$ cat config.mk
export PLATFORM = sky130hd
export DESIGN_NAME = chan_trim_store
export DESIGN_NICKNAME = d
export VERILOG_FILES = /design/src/rtl/trim_pkg.sv /design/src/rtl/bit_sync.sv /design/src/rtl/rise_detect.sv /design/src/rtl/sipo_shift.sv /design/src/rtl/trim_ram.sv /design/src/rtl/chan_trim_store.sv
export SDC_FILE = /design/constraint.sdc
export NUM_CORES = 1
export LEC_CHECK = 0
export CAP_MARGIN = 20
export CORE_ASPECT_RATIO = 0.5
export CORE_MARGIN = 3
export CORE_UTILIZATION = 44
export CTS_BUF_LIST = sky130_fd_sc_hd__clkbuf_4
export DETAILED_ROUTE_END_ITERATION = 12
export HOLD_SLACK_MARGIN = 0.1
export MAX_ROUTING_LAYER = met4
export PLACE_DENSITY = 0.63
export SETUP_SLACK_MARGIN = 0.1
export SLEW_MARGIN = 40
export SYNTH_ARGS = -nofsm -noshare
export SYNTH_HDL_FRONTEND = slang
export SYNTH_HIERARCHICAL = 1
export SYNTH_SLANG_ARGS = --single-unit
$ cat constraint.sdc
create_clock -name clk -period 2 [get_ports clk]
set_input_delay 0.4 -clock clk [delete_from_list [all_inputs] [get_ports clk]]
set_output_delay 0.4 -clock clk [all_outputs]
set_load 0.005 [all_outputs]
$ cat src/rtl/trim_pkg.sv
package trim_pkg;
  localparam int unsigned CH_DEF     = 32;
  localparam int unsigned CODE_W_DEF = 6;
  localparam int unsigned SYNC_DEF   = 2;

  function automatic int unsigned idx_w(input int unsigned n);
    return (n < 2) ? 1 : $clog2(n);
  endfunction
endpackage

$ cat src/rtl/bit_sync.sv
module bit_sync #(
  parameter int unsigned W      = 1,
  parameter int unsigned STAGES = 2
) (
  input  logic         clk,
  input  logic         rst,
  input  logic [W-1:0] d,
  output logic [W-1:0] q
);
  logic [W-1:0] pipe [STAGES];

  always_ff @(posedge clk) begin
    if (rst) begin
      for (int i = 0; i < STAGES; i++) pipe[i] <= '0;
    end else begin
      pipe[0] <= d;
      for (int i = 1; i < STAGES; i++) pipe[i] <= pipe[i-1];
    end
  end

  assign q = pipe[STAGES-1];
endmodule

$ cat src/rtl/rise_detect.sv
module rise_detect (
  input  logic clk,
  input  logic rst,
  input  logic lvl,
  output logic pulse
);
  logic prev;

  always_ff @(posedge clk) begin
    if (rst) prev <= 1'b0;
    else     prev <= lvl;
  end

  assign pulse = lvl & ~prev;
endmodule

$ cat src/rtl/sipo_shift.sv
module sipo_shift #(
  parameter int unsigned W = 6
) (
  input  logic         clk,
  input  logic         rst,
  input  logic         tick,
  input  logic         bit_in,
  output logic [W-1:0] word
);
  always_ff @(posedge clk) begin
    if (rst)       word <= '0;
    else if (tick) word <= {word[W-2:0], bit_in};
  end
endmodule

$ cat src/rtl/trim_ram.sv
module trim_ram #(
  parameter int unsigned DEPTH = 32,
  parameter int unsigned W     = 6,
  parameter int unsigned AW    = 5,
  parameter int unsigned PORTS = 2
) (
  input  logic          clk,
  input  logic          rst,
  input  logic          we,
  input  logic [AW-1:0] waddr,
  input  logic [W-1:0]  wdata,
  input  logic          rd_en   [PORTS],
  input  logic [AW-1:0] rd_addr [PORTS],
  output logic [W-1:0]  rd_q    [PORTS],
  output logic [DEPTH-1:0] filled
);
  // Storage without reset so it maps onto block RAM; the fill flags
  // provide the cleared view after reset.
  logic [W-1:0] store [DEPTH];

  always_ff @(posedge clk) begin
    if (we) store[waddr] <= wdata;
  end

  always_ff @(posedge clk) begin
    if (rst)     filled <= '0;
    else if (we) filled[waddr] <= 1'b1;
  end

  for (genvar p = 0; p < PORTS; p++) begin : g_port
    logic [W-1:0] data_s1;
    logic         hit_s1;

    always_ff @(posedge clk) begin
      data_s1 <= store[rd_addr[p]];
    end

    always_ff @(posedge clk) begin
      if (rst) begin
        hit_s1  <= 1'b0;
        rd_q[p] <= '0;
      end else begin
        hit_s1  <= rd_en[p] & filled[rd_addr[p]];
        rd_q[p] <= hit_s1 ? data_s1 : '0;
      end
    end
  end
endmodule

$ cat src/rtl/chan_trim_store.sv
module chan_trim_store
  import trim_pkg::*;
#(
  parameter int unsigned NUM_CH = CH_DEF,
  parameter int unsigned CODE_W = CODE_W_DEF,
  parameter int unsigned SYNC_N = SYNC_DEF,
  localparam int unsigned AW    = idx_w(NUM_CH)
) (
  input  logic              clk,
  input  logic              rst,
  input  logic              ser_data,
  input  logic              ser_clk,
  input  logic              load_en,
  input  logic              rd_valid,
  input  logic [AW-1:0]     rd_chan,
  input  logic [AW-1:0]     dbg_chan,
  output logic [CODE_W-1:0] trim_code,
  output logic [CODE_W-1:0] dbg_code
);
  localparam int unsigned NPORT = 2;

  logic [1:0]        ser_s;
  logic              load_s;
  logic              shift_tick;
  logic              shift_bit;
  logic              load_rise;
  logic              wr_en;
  logic [CODE_W-1:0] shift_word;
  logic [NUM_CH-1:0] filled;
  logic              rd_en   [NPORT];
  logic [AW-1:0]     rd_addr [NPORT];
  logic [CODE_W-1:0] rd_q    [NPORT];

  // Data and shift clock share one synchronizer so they stay aligned.
  bit_sync #(.W(2), .STAGES(SYNC_N)) u_ser_sync (
    .clk(clk), .rst(rst), .d({ser_data, ser_clk}), .q(ser_s)
  );

  bit_sync #(.W(1), .STAGES(SYNC_N)) u_load_sync (
    .clk(clk), .rst(rst), .d(load_en), .q(load_s)
  );

  rise_detect u_shift_edge (
    .clk(clk), .rst(rst), .lvl(ser_s[0]), .pulse(shift_tick)
  );

  rise_detect u_load_edge (
    .clk(clk), .rst(rst), .lvl(load_s), .pulse(load_rise)
  );

  assign shift_bit = ser_s[1];

  sipo_shift #(.W(CODE_W)) u_sipo (
    .clk(clk), .rst(rst), .tick(shift_tick), .bit_in(shift_bit), .word(shift_word)
  );

  // Write address is the channel under readout at the strobe.
  assign wr_en = load_rise & rd_valid;

  assign rd_en[0]   = rd_valid;
  assign rd_addr[0] = rd_chan;
  assign rd_en[1]   = 1'b1;
  assign rd_addr[1] = dbg_chan;

  trim_ram #(.DEPTH(NUM_CH), .W(CODE_W), .AW(AW), .PORTS(NPORT)) u_ram (
    .clk(clk), .rst(rst), .we(wr_en), .waddr(rd_chan), .wdata(shift_word),
    .rd_en(rd_en), .rd_addr(rd_addr), .rd_q(rd_q), .filled(filled)
  );

  assign trim_code = rd_q[0];
  assign dbg_code  = rd_q[1];
endmodule

**After elaboration in Yosys (flattened, before gate mapping)**

Memory sizes are Yosys's and may differ from the RTL's. A register that Yosys moved wholly into a read port is not among the register bits.
Index checks and enable logic that the tools add are counted.

- $lt $le $gt $ge: 3
- Reduce and logical (&&, ||, !) cells: 3
- Bitwise gates (word level): 13
- Mux-type cells: 15

Operator list:

| kind | number |
|---|---|
| 32-bit OR | 1 |
| 5-bit by 6-bit < comparator with 1-bit output (second input constant) | 2 |
| 1-bit binary-select mux with 5-bit select | 2 |
| 1-bit 2-to-1 mux | 10 |
| 1-bit demux with 5-bit select | 1 |
| 5-bit by 1-bit >= comparator with 1-bit output (second input constant) | 1 |
| 1-bit bitwise AND | 4 |
| 2-bit 2-to-1 mux | 2 |
| 1-bit inverter | 4 |
| 1-bit OR | 4 |
| 2-bit OR reduction | 2 |
| 1-bit logical AND | 1 |

- Flip-flop bits (word level): 54
- RAM bits: 198
- Memories kept: 3
- Word-level logic and storage cells: 45

Memories:

| name | words | bits a word | read ports | clocked after Yosys merged registers in | wr ports | RTL line | RTL |
|---|---|---|---|---|---|---|---|
| u_ram.store | 32 | 6 | 2 | 2 | 1 | trim_ram.sv:19 | `logic [W-1:0] store [DEPTH];` |
| u_ser_sync.pipe | 2 | 2 | 2 | 0 | 2 | bit_sync.sv:10 | `logic [W-1:0] pipe [STAGES];` |
| u_load_sync.pipe | 2 | 1 | 2 | 0 | 2 | bit_sync.sv:10 |  |

**Depth between registers and ports, before layout**

- Word-level depth: 5
- Mapped depth: 7
- Depth with buffers taken out: 6

**Hierarchy**

The synthesis kept the hierarchy.

Modules (own cells, without submodules):

| module | area an instance (µm²) | instances | cells an instance |
|---|---|---|---|
| trim_ram | 11182.0 | 1 | 600 |
| sipo_shift | 214.0 | 1 | 19 |
| bit_sync at u_ser_sync | 120.1 | 1 | 10 |
| rise_detect | 47.5 | 2 | 3 |
| bit_sync at u_load_sync | 52.6 | 1 | 4 |
| chan_trim_store | 10.0 | 1 | 2 |

**Worst setup path before layout**

No wires, ideal clock.

- Path type: input -> register
- Start: input port dbg_chan[0]
- End: register u_ram.g_port[1].data_s1[0] (read register of u_ram.store)
- Stages on the path: 5
- Path slack: -120 ps
- Library setup time: 121 ps
- Data required time: 1879 ps
- Arrival: 2000 ps
- Cells stage by stage: buf_6 buf_2 mux4_2 mux4_2 mux2_2

RTL lines:

| item | RTL line | RTL |
|---|---|---|
| start: declaration | chan_trim_store.sv:16 | `input logic [AW-1:0] dbg_chan,` |
| end: declaration | trim_ram.sv:31 | `logic [W-1:0] data_s1;` |

==> results.json <==
{
  "fillers": 2071,
  "port_buffers": 27,
  "layout.nets": 803,
  "yosysUniqueCellTypes": 37,
  "synth-edff-count": 192,
  "rsz0062_at_grt": "yes",
  "antenna_left": 0,
  "max-slew-margin-rel": 0.4265,
  "clk_latency_ps": 730,
  "fin_crit_sh": 0.9469,
  "power.density_nw_per_um2": 804.1,
  "worstPathArrival_ps": 2480,
  "grt_util_all_layers": 0.2111,
  "fp.dieH_um": 121.2,
  "cpMostUsedCell": "mux4_2",
  "clk_pin_slew_worst_paths_ps": 70,
  "max_stage_delay_ps": 540,
  "setup_viol_count_final": 0,
  "p_total_mw": 11.17,
  "ff_latch_area_um2": 7207,
  "area_growth_pct": 18.98,
  "holdPathEnd": "u_ram/filled[30]",
  "r2r_start": "u_ram/store[27][0]",
  "status": "finished clean",
  "ios": 28,
  "num_rows": 41,
  "cp_num_buf_inv": 0,
  "min_path_cells": 3,
  "syn_nets": 657,
  "multi_input_area_um2": 4180,
  "synth_seq_cells": 264,
  "ir_worst_vdd_v": 0.0003250,
  "path_max_fanout": 2,
  "grt_max_degree": 35,
  "grt_overflow": 0,
  "antenna_found_initial": 3,
  "start_kind": "register",
  "hold_viol": 0,
  "r2r_setup_slack_ps": 110,
  "worstSetupEndpointType": "register",
  "maxCapViolations": 0,
  "grt_pass1_wl_um": 43270,
  "cts-hold-fix-buffers": 0,
  "hp-start": "rst",
  "layout_setup_ws_ps": 106.2,
  "syn_inst": 641,
  "synthArstFlopShare": 0,
  "fin_skew_ps": 49.70,
  "die_area_um2": 28640,
  "crit_chain": "mux4_2 -> mux4_2 -> mux2_4",
  "most-common-layout-cells": "edfxtp_1, mux4_2, clkbuf_4, nor2_1, buf_4",
  "fmax_ghz": 0.5280,
  "cp.depth": 3,
  "first_global_vias": 6826,
  "cp.required_ps": 2590,
  "core_um2": 25650,
  "hpwl_um": 19950,
  "num_vias": 6797,
  "avgSynthCellArea_um2": 18.21,
  "wire_per_inst_um": 23.74,
  "htree_levels": 2,
  "root_buffer": "clkbuf_4",
  "yosysWarnings": 6,
  "path_class": "register to register",
  "cpMaxStageDelayCell": "mux4_2",
  "cts_buffer_depth": 3,
  "routabilityCongestion": 0.8558,
  "initial_utilization": 0.4551,
  "final_common_cell": "edfxtp_1",
  "dr.first_iter.drc_count": 796,
  "detail_route.vias_per_cell": 5.741,
  "post_synth_instance_area_um2": 11670,
  "wl_um": 28110,
  "drive_above_1_share": 0.4260,
  "remaining_drc_errors": 0,
  "p_leak_nw": 4.939,
  "cts_made_buffers": 59,
  "cts_tree": "yes",
  "period_needed_ps": 1894,
  "reg2reg_to": "u_ram/g_port[0].data_s1[0]",
  "clock-sinks": 264,
  "postCtsSetupBuffers": 0,
  "synthFlopType": "edfxtp_1",
  "first_pass_iters": 5,
  "hold_class": "primary input to register",
  "rr_worst_depth": 3,
  "die_w_um": 236.4,
  "tightest_slew_ps": 858.5,
  "drv_slew": 0,
  "final_core_util": 0.5415,
  "seq_area_frac_synth": 0.6174,
  "crit_family": "multiplexers",
  "pre_cts_ws_ps": -427.8
}
==> worst register-to-register path, cell delays in order, from the launching register on <==
cell,delay [ps]
edfxtp_1,420
mux4_2,520
mux4_2,540
mux2_4,280
==> metal layers <==
layer  vias up  GRT usage  part of all wire
li1       2933          -                 -
met1      3541     0.2951              0.44
met2       278     0.3055              0.46
met3        45    0.06449             0.087
met4         0    0.05317             0.016
met5         -          -                 0
==> worst max path at each step <==
| stage | from | endpoint | slack [ps] |
|---|---|---|---|
| after floorplan | rd_chan[0] | u_ram/g_port[0].data_s1[0] | -70 |
| after global placement | rd_chan[0] | u_ram/g_port[0].data_s1[4] | -410 |
| after detailed placement | rd_chan[0] | u_ram/g_port[0].data_s1[3] | -430 |
| after CTS | u_ram/store[8][5] | u_ram/g_port[1].data_s1[5] | 120 |
| after global routing | u_ram/store[16][5] | u_ram/g_port[0].data_s1[5] | 80 |
| final | u_ram/store[27][0] | u_ram/g_port[0].data_s1[0] | 110 |
==> flip-flops by register name (all words and copies together), names as in the netlist <==
register,count
u_ram/store,192
u_ram/filled,32
u_ram/g_port.data_s1,12
u_ram/rd_q,12
u_sipo/word,6
u_ser_sync/pipe,4
u_load_sync/pipe,2
u_ram/g_port.hit_s1,2
u_load_edge/prev,1
u_shift_edge/prev,1
==> kinds of logic after synthesis <==
group	Yosys count	share of synthesized area
flops	264	0.6174
mux	164	0.2879
compound gates	10	0.006753
simple gates	156	0.06442
buf+inv	46	0.02326
other cells	1	0.0003212
==> metrics by stage <==
stage	setup TNS, ps	hold slack (ps)	std cells	cell area [um2]
3_3_place_gp	-33010	413.5	1070	13060
3_5_place_dp	-35740	425.3	1070	13060
6_report	0	196.8	1184	13890
4_1_cts	0	127.2	1182	13880
5_1_grt	0	166.4	1184	13890
2_1_floorplan	-811.3	405.7	641	11700
==> synthesized netlist by cell type (4+ instances only) <==
master,n,share of area
mux2i_1,20,0.017
nor2b_1,13,0.0070
nor2b_4,4,0.0047
buf_1,4,0.0013
and2_1,13,0.0070
nand3b_1,5,0.0032
dfxtp_1,72,0.12
mux4_2,110,0.21
or3b_2,4,0.0030
nand3_1,5,0.0021
mux4_1,20,0.045
edfxtp_1,192,0.49
clkbuf_1,20,0.0064
buf_2,11,0.0047
mux2_2,14,0.014
nor2_1,104,0.033
==> where the power goes <==
group	leakage (nW)	switching (mW)	internal (mW)
Sequential	2.37	0.0195	5.84
Clock	0.503	2.06	2.43
Combinational	2.07	0.378	0.445
==> timing repair <==
action                                  CTS  global route
endpoints found under the hold margin     0             0
pin swaps                                 0             0
gates resized for setup                  13             3
endpoints found under the setup margin   35             4
==> layout make-up <==
class                           instances  share of cell area
Sequential cell                       264              0.5189
Multi-Input combinational cell        331              0.3010
Tap cell                              344             0.03099
Clock inverter                          9            0.004324
Timing Repair Buffer                  129             0.08828
Antenna cell                            2           0.0003603
Clock buffer                          103             0.05567
Inverter                                2           0.0005405
Note: power is estimated with default switching activity, not from simulation.
